### src/rtl/vcpu_irq_pkg.sv
`timescale 1ns/1ps
// Shared types and constants for the virtual CPU interrupt interface.
// Assumes a 32-bit entry word, 10-bit IDs, 3-bit source CPU and a 5-bit priority.
package vcpu_irq_pkg;
    localparam int ID_W   = 10;
    localparam int SRC_W  = 3;
    localparam int PRIO_W = 5;

    localparam logic [31:0] NO_IRQ = 32'd1023;

    localparam logic [1:0] REG_CTL = 2'd0;
    localparam logic [1:0] REG_PMR = 2'd1;
    localparam logic [1:0] REG_ACK = 2'd2;
    localparam logic [1:0] REG_EOI = 2'd3;

    typedef enum logic [1:0] {
        ST_INV  = 2'd0,
        ST_PEND = 2'd1,
        ST_ACT  = 2'd2,
        ST_PACT = 2'd3
    } lr_state_e;

    typedef struct packed {
        logic              hw;
        logic              grp;
        lr_state_e         state;
        logic [PRIO_W-1:0] prio;
        logic [2:0]        rsv_hi;
        logic              eoi_mnt;
        logic [5:0]        rsv_lo;
        logic [SRC_W-1:0]  src;
        logic [ID_W-1:0]   vid;
    } lr_t;
endpackage

### src/rtl/vcpu_lr_bank.sv
`timescale 1ns/1ps
// Holds the list entries of one virtual CPU and applies the updates to them.
// Assumes at most one guest update (acknowledge or EOI) per cycle.
// Update priority: a hypervisor write beats an acknowledge, which beats an EOI.
module vcpu_lr_bank
    import vcpu_irq_pkg::*;
#(
    parameter int  NUM_LR = 4,
    localparam int IDX_W  = (NUM_LR > 1) ? $clog2(NUM_LR) : 1
) (
    input  logic                    clk,
    input  logic                    rst_n,
    input  logic                    hv_we,
    input  logic [IDX_W-1:0]        hv_idx,
    input  lr_t                     hv_data,
    input  logic                    ack_we,
    input  logic [IDX_W-1:0]        ack_idx,
    input  logic                    eoi_we,
    input  logic [IDX_W-1:0]        eoi_idx,
    output lr_t  [NUM_LR-1:0]       lrs,
    output logic                    pend_any
);
    for (genvar i = 0; i < NUM_LR; i++) begin : g_ent
        // Purpose: per-entry storage with the update priority described above.
        always_ff @(posedge clk) begin
            if (!rst_n) begin
                lrs[i] <= '0;
            end else if (hv_we && hv_idx == IDX_W'(i)) begin
                lrs[i] <= hv_data;
            end else if (ack_we && ack_idx == IDX_W'(i)) begin
                lrs[i].state <= ST_ACT;
            end else if (eoi_we && eoi_idx == IDX_W'(i)) begin
                lrs[i].state <= ST_INV;
            end
        end
    end

    // Purpose: flag whether any entry currently holds a pending interrupt.
    always_comb begin
        pend_any = 1'b0;
        for (int i = 0; i < NUM_LR; i++) begin
            pend_any = pend_any | lrs[i].state[0];
        end
    end
endmodule

### src/rtl/vcpu_ack_pick.sv
`timescale 1ns/1ps
// Chooses the entry that an acknowledge would claim: pending, priority
// strictly below the threshold, smallest priority value, lowest index on ties.
// Purely combinational.
module vcpu_ack_pick
    import vcpu_irq_pkg::*;
#(
    parameter int  NUM_LR = 4,
    localparam int IDX_W  = (NUM_LR > 1) ? $clog2(NUM_LR) : 1
) (
    input  lr_t  [NUM_LR-1:0] lrs,
    input  logic [PRIO_W-1:0] mask,
    output logic              found,
    output logic [IDX_W-1:0]  idx
);
    logic [PRIO_W-1:0] best;

    // Purpose: linear scan keeping the strictly better candidate.
    always_comb begin
        found = 1'b0;
        idx   = '0;
        best  = '1;
        for (int i = 0; i < NUM_LR; i++) begin
            if (lrs[i].state[0] && (lrs[i].prio < mask) &&
                (!found || lrs[i].prio < best)) begin
                found = 1'b1;
                idx   = IDX_W'(i);
                best  = lrs[i].prio;
            end
        end
    end
endmodule

### src/rtl/vcpu_eoi_find.sv
`timescale 1ns/1ps
// Finds the lowest-index non-invalid entry whose ID and source CPU both
// match an end-of-interrupt word. Purely combinational.
module vcpu_eoi_find
    import vcpu_irq_pkg::*;
#(
    parameter int  NUM_LR = 4,
    localparam int IDX_W  = (NUM_LR > 1) ? $clog2(NUM_LR) : 1
) (
    input  lr_t  [NUM_LR-1:0] lrs,
    input  logic [ID_W-1:0]   vid,
    input  logic [SRC_W-1:0]  src,
    output logic              found,
    output logic [IDX_W-1:0]  idx
);
    // Purpose: first-match search from index 0 upward.
    always_comb begin
        found = 1'b0;
        idx   = '0;
        for (int i = 0; i < NUM_LR; i++) begin
            if (!found && lrs[i].state != ST_INV &&
                lrs[i].vid == vid && lrs[i].src == src) begin
                found = 1'b1;
                idx   = IDX_W'(i);
            end
        end
    end
endmodule

### src/rtl/vcpu_irq_iface.sv
`timescale 1ns/1ps
// Guest-facing virtual interrupt interface. A hypervisor port loads the
// list entries of each virtual CPU. A 32-bit register bus offers enable,
// priority threshold, acknowledge and end-of-interrupt. Each CPU has a
// registered virtual IRQ line.
// Assumes one guest access per cycle; read data is registered.
module vcpu_irq_iface
    import vcpu_irq_pkg::*;
#(
    parameter int  NUM_CPU = 2,
    parameter int  NUM_LR  = 4,
    localparam int CPU_W   = (NUM_CPU > 1) ? $clog2(NUM_CPU) : 1,
    localparam int IDX_W   = (NUM_LR > 1) ? $clog2(NUM_LR) : 1,
    localparam int HV_AW   = IDX_W + 2
) (
    input  logic               clk,
    input  logic               rst_n,
    input  logic               hv_wr_en,
    input  logic [CPU_W-1:0]   hv_cpu,
    input  logic [HV_AW-1:0]   hv_addr,
    input  logic [31:0]        hv_wdata,
    input  logic               bus_req,
    input  logic               bus_we,
    input  logic [CPU_W-1:0]   bus_cpu,
    input  logic [3:0]         bus_addr,
    input  logic [31:0]        bus_wdata,
    output logic [31:0]        bus_rdata,
    output logic [NUM_CPU-1:0] virq
);
    lr_t  [NUM_LR-1:0] lrs_all [NUM_CPU];
    logic [NUM_CPU-1:0] pend_any;
    logic [NUM_CPU-1:0] en_q;
    logic [PRIO_W-1:0]  mask_q [NUM_CPU];
    logic [NUM_CPU-1:0] virq_q;
    logic [31:0]        rdata_q;

    lr_t  [NUM_LR-1:0]  sel_lrs;
    logic [1:0]         reg_sel;
    logic               rd_go, wr_go;
    logic               pick_found, find_found;
    logic [IDX_W-1:0]   pick_idx, find_idx;
    logic               ack_fire, eoi_fire;
    logic [31:0]        rd_val;
    logic [IDX_W-1:0]   hv_idx;

    assign sel_lrs = lrs_all[bus_cpu];
    assign reg_sel = bus_addr[3:2];
    assign rd_go   = bus_req & ~bus_we;
    assign wr_go   = bus_req & bus_we;
    assign hv_idx  = hv_addr[HV_AW-1:2];

    vcpu_ack_pick #(.NUM_LR(NUM_LR)) u_pick (
        .lrs   (sel_lrs),
        .mask  (mask_q[bus_cpu]),
        .found (pick_found),
        .idx   (pick_idx)
    );

    vcpu_eoi_find #(.NUM_LR(NUM_LR)) u_find (
        .lrs   (sel_lrs),
        .vid   (bus_wdata[ID_W-1:0]),
        .src   (bus_wdata[ID_W+SRC_W-1:ID_W]),
        .found (find_found),
        .idx   (find_idx)
    );

    assign ack_fire = rd_go && reg_sel == REG_ACK && pick_found && en_q[bus_cpu];
    assign eoi_fire = wr_go && reg_sel == REG_EOI && find_found;

    for (genvar c = 0; c < NUM_CPU; c++) begin : g_cpu
        vcpu_lr_bank #(.NUM_LR(NUM_LR)) u_bank (
            .clk      (clk),
            .rst_n    (rst_n),
            .hv_we    (hv_wr_en && hv_cpu == CPU_W'(c)),
            .hv_idx   (hv_idx),
            .hv_data  (lr_t'(hv_wdata)),
            .ack_we   (ack_fire && bus_cpu == CPU_W'(c)),
            .ack_idx  (pick_idx),
            .eoi_we   (eoi_fire && bus_cpu == CPU_W'(c)),
            .eoi_idx  (find_idx),
            .lrs      (lrs_all[c]),
            .pend_any (pend_any[c])
        );

        // Purpose: per-CPU enable and priority threshold registers.
        always_ff @(posedge clk) begin
            if (!rst_n) begin
                en_q[c]   <= 1'b0;
                mask_q[c] <= '1;
            end else if (wr_go && bus_cpu == CPU_W'(c)) begin
                if (reg_sel == REG_CTL) en_q[c]   <= bus_wdata[0];
                if (reg_sel == REG_PMR) mask_q[c] <= bus_wdata[PRIO_W-1:0];
            end
        end

        // Purpose: virtual IRQ line; rises only when enabled, falls only when drained.
        always_ff @(posedge clk) begin
            if (!rst_n) begin
                virq_q[c] <= 1'b0;
            end else if (virq_q[c]) begin
                virq_q[c] <= pend_any[c];
            end else begin
                virq_q[c] <= pend_any[c] & en_q[c];
            end
        end
    end

    // Purpose: read data mux for the addressed register of the accessing CPU.
    always_comb begin
        rd_val = '0;
        case (reg_sel)
            REG_CTL: rd_val = {31'd0, en_q[bus_cpu]};
            REG_PMR: rd_val = {{(32-PRIO_W){1'b0}}, mask_q[bus_cpu]};
            REG_ACK: rd_val = (pick_found && en_q[bus_cpu])
                              ? {19'd0, sel_lrs[pick_idx].src, sel_lrs[pick_idx].vid}
                              : NO_IRQ;
            default: rd_val = '0;
        endcase
    end

    // Purpose: register read data; hold it between reads.
    always_ff @(posedge clk) begin
        if (!rst_n) begin
            rdata_q <= '0;
        end else if (rd_go) begin
            rdata_q <= rd_val;
        end
    end

    assign bus_rdata = rdata_q;
    assign virq      = virq_q;
endmodule

### config.mk
export PLATFORM = sky130hd
export DESIGN_NAME = vcpu_irq_iface
export DESIGN_NICKNAME = d
export VERILOG_FILES = /design/src/rtl/vcpu_irq_pkg.sv /design/src/rtl/vcpu_lr_bank.sv /design/src/rtl/vcpu_ack_pick.sv /design/src/rtl/vcpu_eoi_find.sv /design/src/rtl/vcpu_irq_iface.sv
export SDC_FILE = /design/constraint.sdc
export NUM_CORES = 1
export LEC_CHECK = 0
export BUFFER_PORTS_ARGS = -buffer_cell sky130_fd_sc_hd__buf_2
export CAP_MARGIN = 10
export CORE_MARGIN = 4
export CORE_UTILIZATION = 45
export DETAILED_ROUTE_END_ITERATION = 8
export PLACE_DENSITY = 0.71
export SYNTH_ARGS = -nofsm -noshare
export SYNTH_HDL_FRONTEND = slang
export SYNTH_SLANG_ARGS = --single-unit
### constraint.sdc
create_clock -name clk -period 10.8 [get_ports clk]
set_input_delay 1.62 -clock clk [delete_from_list [all_inputs] [get_ports clk]]
set_output_delay 1.62 -clock clk [all_outputs]
set_load 0.02 [all_outputs]
==> results of run 1 <==
layer usage:
metal,up-vias,GRT usage [%],share of wire [%]
met3,48,3.46,8.5
met1,4401,33.1,44
li1,4434,-,-
met4,0,7.63,2.3
met5,-,0,0
met2,397,37.2,45
logic make-up (layout without fill, tap and decap cells):
logic type | after synthesis | after routing | synth area share (%)
and+or+nand+nor | 513 | 513 | 21.3
AOI/OAI and AO/OA | 285 | 285 | 16.3
DFF | 187 | 187 | 36.7
buffers and inverters | 133 | 122 | 6.65
muxes | 103 | 103 | 11.6
xor gates and xnor gates | 52 | 52 | 4.34
adders and majority gates | 26 | 26 | 3.10
other | 1 | 19 | 0.0358
cell type report:
class                   instances  share of cell area [%]
clock inverters                14                    1.17
multi-input cells             998                    53.4
clock buffers                  18                    3.79
repair buffers                 75                    3.72
inverters                      15                   0.520
flip-flops and latches        187                    34.0
well taps                     313                    3.46
critical path: cells and delay by family:
| family | cells | cell delay, ps |
|---|---|---|
| buffers and inverters | 3 | 730 |
| AO/OA/AOI/OAI | 19 | 4390 |
| adder cells (fa/ha/maj) | 4 | 1230 |
| multiplexers | 1 | 440 |
| AND/OR/NAND/NOR | 4 | 710 |
worst max-delay path by stage:
stage / start / to / slack, ps
floorplan: bus_cpu / g_cpu[1].u_bank.lrs[125] / 1590
global placement: bus_cpu / g_cpu[1].u_bank.lrs[125] / 1750
detailed placement: bus_cpu / g_cpu[1].u_bank.lrs[125] / 1670
CTS: bus_cpu / g_cpu[1].u_bank.lrs[125] / 2120
global route: bus_cpu / g_cpu[1].u_bank.lrs[125] / 1470
finish: bus_cpu / g_cpu[1].u_bank.lrs[125] / 2000
power groups by stage:
| stage | Clock, mW | Sequential [mW] | Combinational, mW |
|---|---|---|---|
| after floorplan | 0 | 0.737 | 0.137 |
| after global placement | 0 | 0.738 | 0.177 |
| after detailed placement | 0 | 0.739 | 0.181 |
| after CTS | 0.604 | 0.723 | 0.182 |
| after global routing | 0.631 | 0.725 | 0.199 |
| final | 0.596 | 0.723 | 0.185 |
cell usage in the layout, fill, tap and decap left out, types with 5 or more instances in the layout:
cell       count
a211oi_1      11
a21o_1         6
a21oi_1      166
a21oi_2        6
a221oi_1       5
a22oi_1        7
a31oi_1       11
and2_1         6
buf_2         57
buf_4         18
clkbuf_16     17
conb_1        19
dfxtp_1      177
edfxtp_1      10
ha_1          26
inv_1         13
mux2_2        26
mux2i_1       65
mux4_2        12
nand2_1      347
nand2b_1      14
nand3_1       20
nand4_1       12
nor2_1        48
nor2b_1        6
nor3_1        10
nor3b_1        5
nor4_1        10
o211ai_1       5
o21ai_0       23
o21ai_1        6
or2_2          7
or3_1          7
xnor2_1       34
xor2_1        18
synthesized netlist by cell type, drive strengths merged (4+ instances only):
cell	n	area share, %
mux2	26	2.8
nor3	13	0.67
nand2b	14	0.84
o31ai	5	0.49
nand2	347	12
or2	9	0.54
clkbuf	63	2.3
nand3b	4	0.29
a21oi	172	8.4
nor2b	6	0.36
nor2	49	1.8
o211ai	5	0.36
a221oi	5	0.42
nor4	12	0.92
nor3b	5	0.36
dfxtp	177	34
and2	6	0.36
a21o	6	0.43
or3	7	0.42
a211oi	11	0.79
mux2i	65	6.2
nand4	12	0.72
edfxtp	10	2.9
mux4	12	2.6
o21ai	31	1.6
ha	26	3.1
buf	55	3.8
a22oi	7	0.50
a31oi	13	0.84
nand3	20	0.95
inv	15	0.54
xnor2	34	2.8
xor2	18	1.5
sequential cells by signal, summed over array words and instances, names as in the netlist:
signal / count
bus_rdata: 13
en_q: 2
g_cpu.u_bank.lrs: 160
mask_q: 10
virq: 2
stage by stage:
step	hold slack (ps)	instance area [sq um]	utilization [%]
4_1_cts	456	11300	49.7
3_3_place_gp	438	10800	47.2
3_5_place_dp	445	10800	47.2
2_1_floorplan	433	10600	-
6_report	454	11300	49.7
5_1_grt	473	11300	49.7
==> results.json, run 1 <==
{
  "synth_cell_types": 75,
  "cts_buffer_depth": 2,
  "grt_max_degree": 87,
  "worst_slack_ps": 2000,
  "netlist_instances": 1300,
  "setup_viol": 0,
  "power_leakage_nw": 4.24,
  "min_delay_path_depth": 2,
  "drt_wl_total_mm": 31.0,
  "fill_cells": 2178,
  "finalHoldViolations": 0,
  "place_hpwl_mm": 21.8,
  "netlist_area_sq_mm": 0.0105,
  "p_seq_share_pct": 48.1,
  "num_rows": 55,
  "ant_nets": 0,
  "cts-root-buf": "clkbuf_16",
  "synth-edff-count": 10,
  "cts_made_buffers": 17,
  "crit_path_top_delay_cell": "a21o_1",
  "synth_warnings": 0,
  "gr-total-overflow": 0,
  "cp-end-kind": "register",
  "min_from": "g_cpu[1].u_bank.lrs[106]",
  "dpl.cell_count": 1588,
  "hold_path_end": "g_cpu[1].u_bank.lrs[106]",
  "hp-class": "reg2reg",
  "n_antenna_cell": 0,
  "max_slew_margin_pct": 23.4,
  "peakVddDrop_mv": 0.0923,
  "fin_nets": 1399,
  "grt_pass1_wl_mm": 48.3,
  "gp_congestion": 0.968,
  "r2r_start": "mask_q[1][4]",
  "grtUsageTotal_pct": 23.5,
  "slew_violations": 0,
  "clockPowerShare_pct": 39.6,
  "instances_no_fill": 1620,
  "area_growth_pct": 7.94,
  "cts.hold.buffers_added": 0,
  "clock-sinks": 187,
  "ff_latch_area_sq_mm": 0.00384,
  "cts.clk_slew.worst_paths_ps": 70,
  "pre_cts_ws_ps": 1670,
  "comb_power_share_pct": 12.3,
  "synth_seq_cells": 187,
  "r2r_slack_ps": 3400,
  "cts_setup_buffers": 0,
  "initial_core_util_pct": 46.0,
  "timing.final.crit_share_pct": 81.5,
  "firstDrtPassIters": 5,
  "layout-drive-gt1-share_pct": 13.3,
  "rsz0062_at_grt": "no",
  "sw_frac_of_total_pct": 28.5,
  "die_w_microns": 161,
  "core-area_sq_mm": 0.0228,
  "synth_ff_type": "dfxtp_1",
  "finalPower_mw": 1.50,
  "r2r_end": "g_cpu[1].u_bank.lrs[125]",
  "status": "finished, final reports clean",
  "worstMarginPinSlew_ps": 1150,
  "cts_resized": 0,
  "skew_ps": 11.8,
  "reg2reg_depth": 31,
  "max_freq_ghz": 0.114,
  "antenna_found_initial": 0,
  "worstPathMaxFanout": 42,
  "num_vias": 9280,
  "ioPinCount": 113,
  "min_period_ps": 8800,
  "startpoint_type": "primary input",
  "die_h_microns": 161,
  "drc": 0,
  "path_class": "in2reg",
  "slowest_delay_ps": 590,
  "grt_pass1_vias": 8675,
  "cp_data_required_time_ps": 11150,
  "fin_setup_tns_ps": 0,
  "cellPowerDensity_mw_per_mm2": 133,
  "intPower_mw": 1.08,
  "ys_async_sr_fraction_pct": 0,
  "wl_per_cell_microns": 19.1,
  "syn_area_per_cell_sq_um": 8.06,
  "maxCapViolations": 0,
  "switchingPower_uw": 429,
  "cts.htree.levels": 4,
  "drt_iter0_markers": 1070,
  "cts_tree": "yes",
  "cp_data_arrival_time_ps": 9160,
  "multiInputGateArea_sq_mm": 0.00604,
  "vias_per_cell": 5.73,
  "dieArea_sq_mm": 0.0258,
  "port_buffers": 58,
  "yosysSeqAreaShare_pct": 36.7,
  "clk_latency_ps": 440
}
No activity file was read; power rests on OpenSTA's default activity.
==> run 2, diff against run 1 <==
--- a/config.mk
+++ b/config.mk
@@ -5,6 +5,7 @@
 export SDC_FILE = /design/constraint.sdc
 export NUM_CORES = 1
 export LEC_CHECK = 0
+export ABC_AREA = 1
 export BUFFER_PORTS_ARGS = -buffer_cell sky130_fd_sc_hd__buf_2
 export CAP_MARGIN = 10
 export CORE_MARGIN = 4
==> constraint.sdc (replaced) <==
create_clock -name clk -period 8.3 [get_ports clk]
set_input_delay 1.245 -clock clk [delete_from_list [all_inputs] [get_ports clk]]
set_output_delay 1.245 -clock clk [all_outputs]
set_load 0.02 [all_outputs]
==> results.json, run 2 <==
{
  "status": "finished, final reports clean",
  "fin_nets": 1635,
  "synth_area_leader_cell": "dfxtp_1",
  "cts.clk_slew.worst_paths_ps": 80,
  "cp_data_arrival_time_ps": 7530,
  "cpMostUsedCell": "nand2_1",
  "place_hpwl_mm": 22.9,
  "synth.most_common_cell": "nand2_1",
  "initial_core_util_pct": 46.2,
  "die_w_microns": 158,
  "finalPower_mw": 2.10,
  "firstDrtPassIters": 5,
  "largest_reg_flops": 160,
  "yosysSeqAreaShare_pct": 37.8,
  "final_core_util_pct": 50.5,
  "synth_top_cell_area_share_pct": 34.8,
  "synth_warnings": 0,
  "netlist_instances": 1512,
  "synth_cell_types": 47,
  "cts_buffer_depth": 2,
  "ant_nets": 0,
  "fill_cells": 2249,
  "cp-end-kind": "register",
  "drt_wl_total_mm": 32.7,
  "synth_ff_type": "dfxtp_1",
  "dieArea_sq_mm": 0.0251,
  "port_buffers": 58,
  "ys_async_sr_fraction_pct": 0,
  "finalHoldViolations": 0,
  "netlist_area_sq_mm": 0.0102,
  "worst_slack_ps": 1120,
  "peakVddDrop_mv": 0.109,
  "cts-root-buf": "clkbuf_16",
  "synth-edff-count": 10,
  "grtUsageTotal_pct": 26.0,
  "cts.hold.buffers_added": 0,
  "final_cell_mix": "nand2_1 (344), nor2_1 (340), o21ai_0 (196), dfxtp_1 (177), inv_1 (69)",
  "drt_iter0_markers": 1228,
  "antenna_found_initial": 0,
  "cp_data_required_time_ps": 8650,
  "cts_setup_buffers": 0,
  "timing.final.crit_share_pct": 86.5,
  "grt_pass1_vias": 8873,
  "n_antenna_cell": 0,
  "area_growth_pct": 9.24,
  "pre_cts_ws_ps": 802,
  "setup_viol": 0,
  "cts_resized": 0,
  "regMostFlops": "g_cpu.u_bank.lrs",
  "worstMarginPinSlew_ps": 1100,
  "crit_path_top_delay_cell": "nand2_2",
  "synthTopCellsByCount": "nand2_1 (344), nor2_1 (340), o21ai_0 (196), dfxtp_1 (177), inv_1 (69)",
  "hp-class": "reg2reg",
  "synth_seq_cells": 187,
  "layout-drive-gt1-share_pct": 8.30,
  "num_vias": 9971,
  "max_freq_ghz": 0.139,
  "drc": 0,
  "ioPinCount": 113,
  "slew_violations": 0,
  "min_period_ps": 7180,
  "cts.htree.levels": 4,
  "gr-total-overflow": 0,
  "num_rows": 54,
  "fin_setup_tns_ps": 0,
  "ys_top_cells_by_area": "dfxtp_1 (35%), nand2_1 (13%), nor2_1 (13%)",
  "clock-sinks": 187,
  "maxCapViolations": 0,
  "slowest_delay_ps": 320,
  "core-area_sq_mm": 0.0220,
  "cts_made_buffers": 17,
  "gp_congestion": 0.956,
  "power_leakage_nw": 4.95,
  "syn_area_per_cell_sq_um": 6.73,
  "max_slew_margin_pct": 26.3,
  "cts_tree": "yes",
  "rsz0062_at_grt": "no",
  "die_h_microns": 158,
  "final_common_cell": "nand2_1",
  "wl_per_cell_microns": 18.0,
  "vias_per_cell": 5.47,
  "path_class": "in2reg",
  "grt_max_degree": 135,
  "worstPathMaxFanout": 15,
  "grt_pass1_wl_mm": 49.9,
  "cellPowerDensity_mw_per_mm2": 189,
  "startpoint_type": "primary input",
  "clk_latency_ps": 440,
  "skew_ps": 12.8
}
==> run 2: changes by cell type after synthesis, moves of 14 or more <==
cell	before	now
mux2_2	26	0
mux2i_1	65	26
xnor2_1	34	2
nand2b_1	14	0
nor2_1	49	340
o21ai_0	23	196
inv_1	13	69
a21oi_1	167	52
nand4_1	12	32
==> run 2: critical path, delay by kind of cell <==
kind            cells  cell delay, ps
fa+ha+maj           4            1040
buf+inv             5             800
compound gates     10            1700
simple gates       25            2740
==> run 2: kinds of logic (layout without fill, tap and decap cells) <==
kind of cell,count (synthesis),after routing,share of synthesized area [%]
compound gates,266,266,13.6
buf+inv,167,179,7.51
other cells,1,19,0.0368
simple gates,806,806,32.5
xor+xnor,33,33,2.84
flops,187,187,37.8
mux,26,26,2.56
fa+ha+maj,26,26,3.20
==> run 2: path summary, 6_finish.rpt <==
path	start	endpoint	slack (ps)	cells past startpoint
worst max-delay path	bus_cpu	g_cpu[1].u_bank.lrs[93]	1120	44
worst min register to register	virq[1]	virq[1]	460	2
worst max register to register	mask_q[1][2]	g_cpu[1].u_bank.lrs[93]	1980	41
worst min-delay path	virq[1]	virq[1]	460	2
==> run 2: cell type report <==
cell class	count	area [sq um]	share of cell area, %
Clock inverter	12	151	1.36
Tap cell	280	350	3.15
Clock buffer	19	454	4.08
Timing Repair Buffer	71	393	3.53
Multi-Input combinational cell	1176	5640	50.7
Inverter	77	289	2.60
Sequential cell	187	3840	34.6
==> run 2: per-layer routing <==
| layer | track usage (%) | vias to the layer above | part of all wire (%) |
|---|---|---|---|
| met3 | 4.27 | 45 | 7.8 |
| met5 | 0 | - | 0 |
| met4 | 7.76 | 0 | 2.3 |
| met2 | 39.9 | 423 | 44 |
| met1 | 37.6 | 4595 | 46 |
| li1 | - | 4908 | - |
==> run 2: where the power goes <==
| part | switching [mW] | internal, mW |
|---|---|---|
| sequential | 0.0145 | 0.936 |
| combinational | 0.208 | 0.0870 |
| clock | 0.381 | 0.470 |
| total | 0.603 | 1.49 |
==> run 2: through the flow <==
stage / area [sq um] / hold slack (ps) / std cells
finish: 11100 / 460 / 1822
CTS: 11100 / 460 / 1822
global route: 11100 / 472 / 1822
floorplan: 10200 / 424 / 1530
detailed placement: 10500 / 442 / 1791
global placement: 10500 / 436 / 1791
==> run 3, diff against run 2 <==
--- a/config.mk
+++ b/config.mk
@@ -5,7 +5,6 @@
 export SDC_FILE = /design/constraint.sdc
 export NUM_CORES = 1
 export LEC_CHECK = 0
-export ABC_AREA = 1
 export BUFFER_PORTS_ARGS = -buffer_cell sky130_fd_sc_hd__buf_2
 export CAP_MARGIN = 10
 export CORE_MARGIN = 4
==> results.json, run 3 (synthesis gave the netlist of run 1 again) <==
{
  "ioPinCount": 113,
  "cts_made_buffers": 17,
  "peakVddDrop_mv": 0.129,
  "timing.final.crit_share_pct": 94.1,
  "cts_setup_buffers": 0,
  "hp-class": "reg2reg",
  "gr-total-overflow": 0,
  "core-area_sq_mm": 0.0228,
  "pre_cts_ws_ps": 248,
  "slowest_delay_ps": 430,
  "min_delay_path_depth": 2,
  "cp_data_arrival_time_ps": 8180,
  "cp_data_required_time_ps": 8660,
  "cts.hold.buffers_added": 0,
  "drt_wl_total_mm": 31.7,
  "die_h_microns": 161,
  "crit_path_top_delay_cell": "mux2_2",
  "grtUsageTotal_pct": 24.2,
  "grt_pass1_vias": 8808,
  "num_rows": 55,
  "slew_violations": 0,
  "cts_resized": 0,
  "gp_congestion": 0.948,
  "fin_setup_tns_ps": 0,
  "final_common_cell": "nand2_1",
  "worstPathMaxFanout": 21,
  "area_growth_pct": 9.58,
  "power_leakage_nw": 4.32,
  "min_period_ps": 7810,
  "clock-sinks": 187,
  "cts_buffer_depth": 2,
  "cellPowerDensity_mw_per_mm2": 179,
  "setup_viol": 0,
  "drt_iter0_markers": 970,
  "firstDrtPassIters": 6,
  "skew_ps": 20.1,
  "port_buffers": 58,
  "worst_slack_ps": 487,
  "num_vias": 9374,
  "finalPower_mw": 2.06,
  "reg2reg_depth": 30,
  "fin_hold_ws_ps": 454,
  "layout-drive-gt1-share_pct": 14.4,
  "drc": 0,
  "vias_per_cell": 5.75,
  "cts-root-buf": "clkbuf_16",
  "cp-end-kind": "register",
  "startpoint": "bus_cpu",
  "ant_nets": 0,
  "finalHoldViolations": 0,
  "startpoint_type": "primary input",
  "wl_per_cell_microns": 19.4,
  "cts.htree.levels": 4,
  "fin_nets": 1408,
  "path_class": "in2reg",
  "place_hpwl_mm": 22.0,
  "largest_reg_flops": 160,
  "worstMarginPinSlew_ps": 1220,
  "cts_tree": "yes",
  "dieArea_sq_mm": 0.0258,
  "grt_pass1_wl_mm": 49.5,
  "initial_core_util_pct": 46.0,
  "maxCapViolations": 0,
  "final_cell_mix": "nand2_1 (347), dfxtp_1 (177), a21oi_1 (166), mux2i_1 (62), buf_2 (57)",
  "max_slew_margin_pct": 18.4,
  "max_freq_ghz": 0.128,
  "regMostFlops": "g_cpu.u_bank.lrs",
  "r2r_start": "g_cpu[0].u_bank.lrs[27]",
  "grt_max_degree": 114,
  "die_w_microns": 161,
  "n_antenna_cell": 0,
  "antenna_found_initial": 0,
  "rsz0062_at_grt": "no",
  "clk_latency_ps": 460,
  "cts.clk_slew.worst_paths_ps": 70,
  "min_from": "g_cpu[1].u_bank.lrs[122]",
  "status": "finished, final reports clean"
}
==> run 3: changes by cell type in the layout (fill, tap and decap cells not counted), moves of 13 or more <==
cell and delta:
nand4_1 -20, xnor2_1 +32, o21ai_0 -173, a21oi_1 +114, mux2_2 +26, xor2_1 -13, inv_1 -56, mux2i_1 +36
nand2b_1 +14, nor2_1 -293
==> run 3: cell type report <==
cell class                      count  area, sq um
Clock inverter                     15          214
Fill cell                        2117        11300
Sequential cell                   187         3840
Inverter                           15         58.8
Clock buffer                       17          425
Multi-Input combinational cell    998         6070
Tap cell                          313          392
Timing Repair Buffer               84          488
==> run 3: report_power, final <==
part           total (mW)  internal, mW  switching [mW]  leakage, nW
Sequential          0.940         0.926          0.0140         1.53
Clock               0.873         0.425           0.448        0.308
Combinational       0.246        0.0811           0.165         2.48
==> run 3: path summary, 6_finish.rpt <==
kind                                                 end  slack, ps
worst max-delay path            g_cpu[1].u_bank.lrs[125]        490
worst min-delay path            g_cpu[1].u_bank.lrs[122]        450
worst max register to register  g_cpu[1].u_bank.lrs[125]       1370
worst min register to register  g_cpu[1].u_bank.lrs[122]        450
==> run 3: worst max-delay path: cells and delay by family <==
family	cells	cell delay, ps
AND/OR/NAND/NOR	4	700
adder cells (fa/ha/maj)	4	1160
AO/OA/AOI/OAI	19	4040
multiplexers	1	430
buffers and inverters	3	580
==> run 3: stage by stage <==
stage          util [%]  cells  instance area [sq um]
2_1_floorplan         -   1318                  10600
3_3_place_gp       47.6   1597                  10800
3_5_place_dp       47.6   1597                  10800
4_1_cts            50.4   1629                  11500
5_1_grt            50.4   1629                  11500
6_report           50.4   1629                  11500
==> run 3: metal layers <==
metal | GRT usage [%] | share of wire, %
met1 | 33.2 | 43
met2 | 38.4 | 46
met3 | 4.34 | 8.3
met4 | 8.64 | 2.8
met5 | 0 | 0
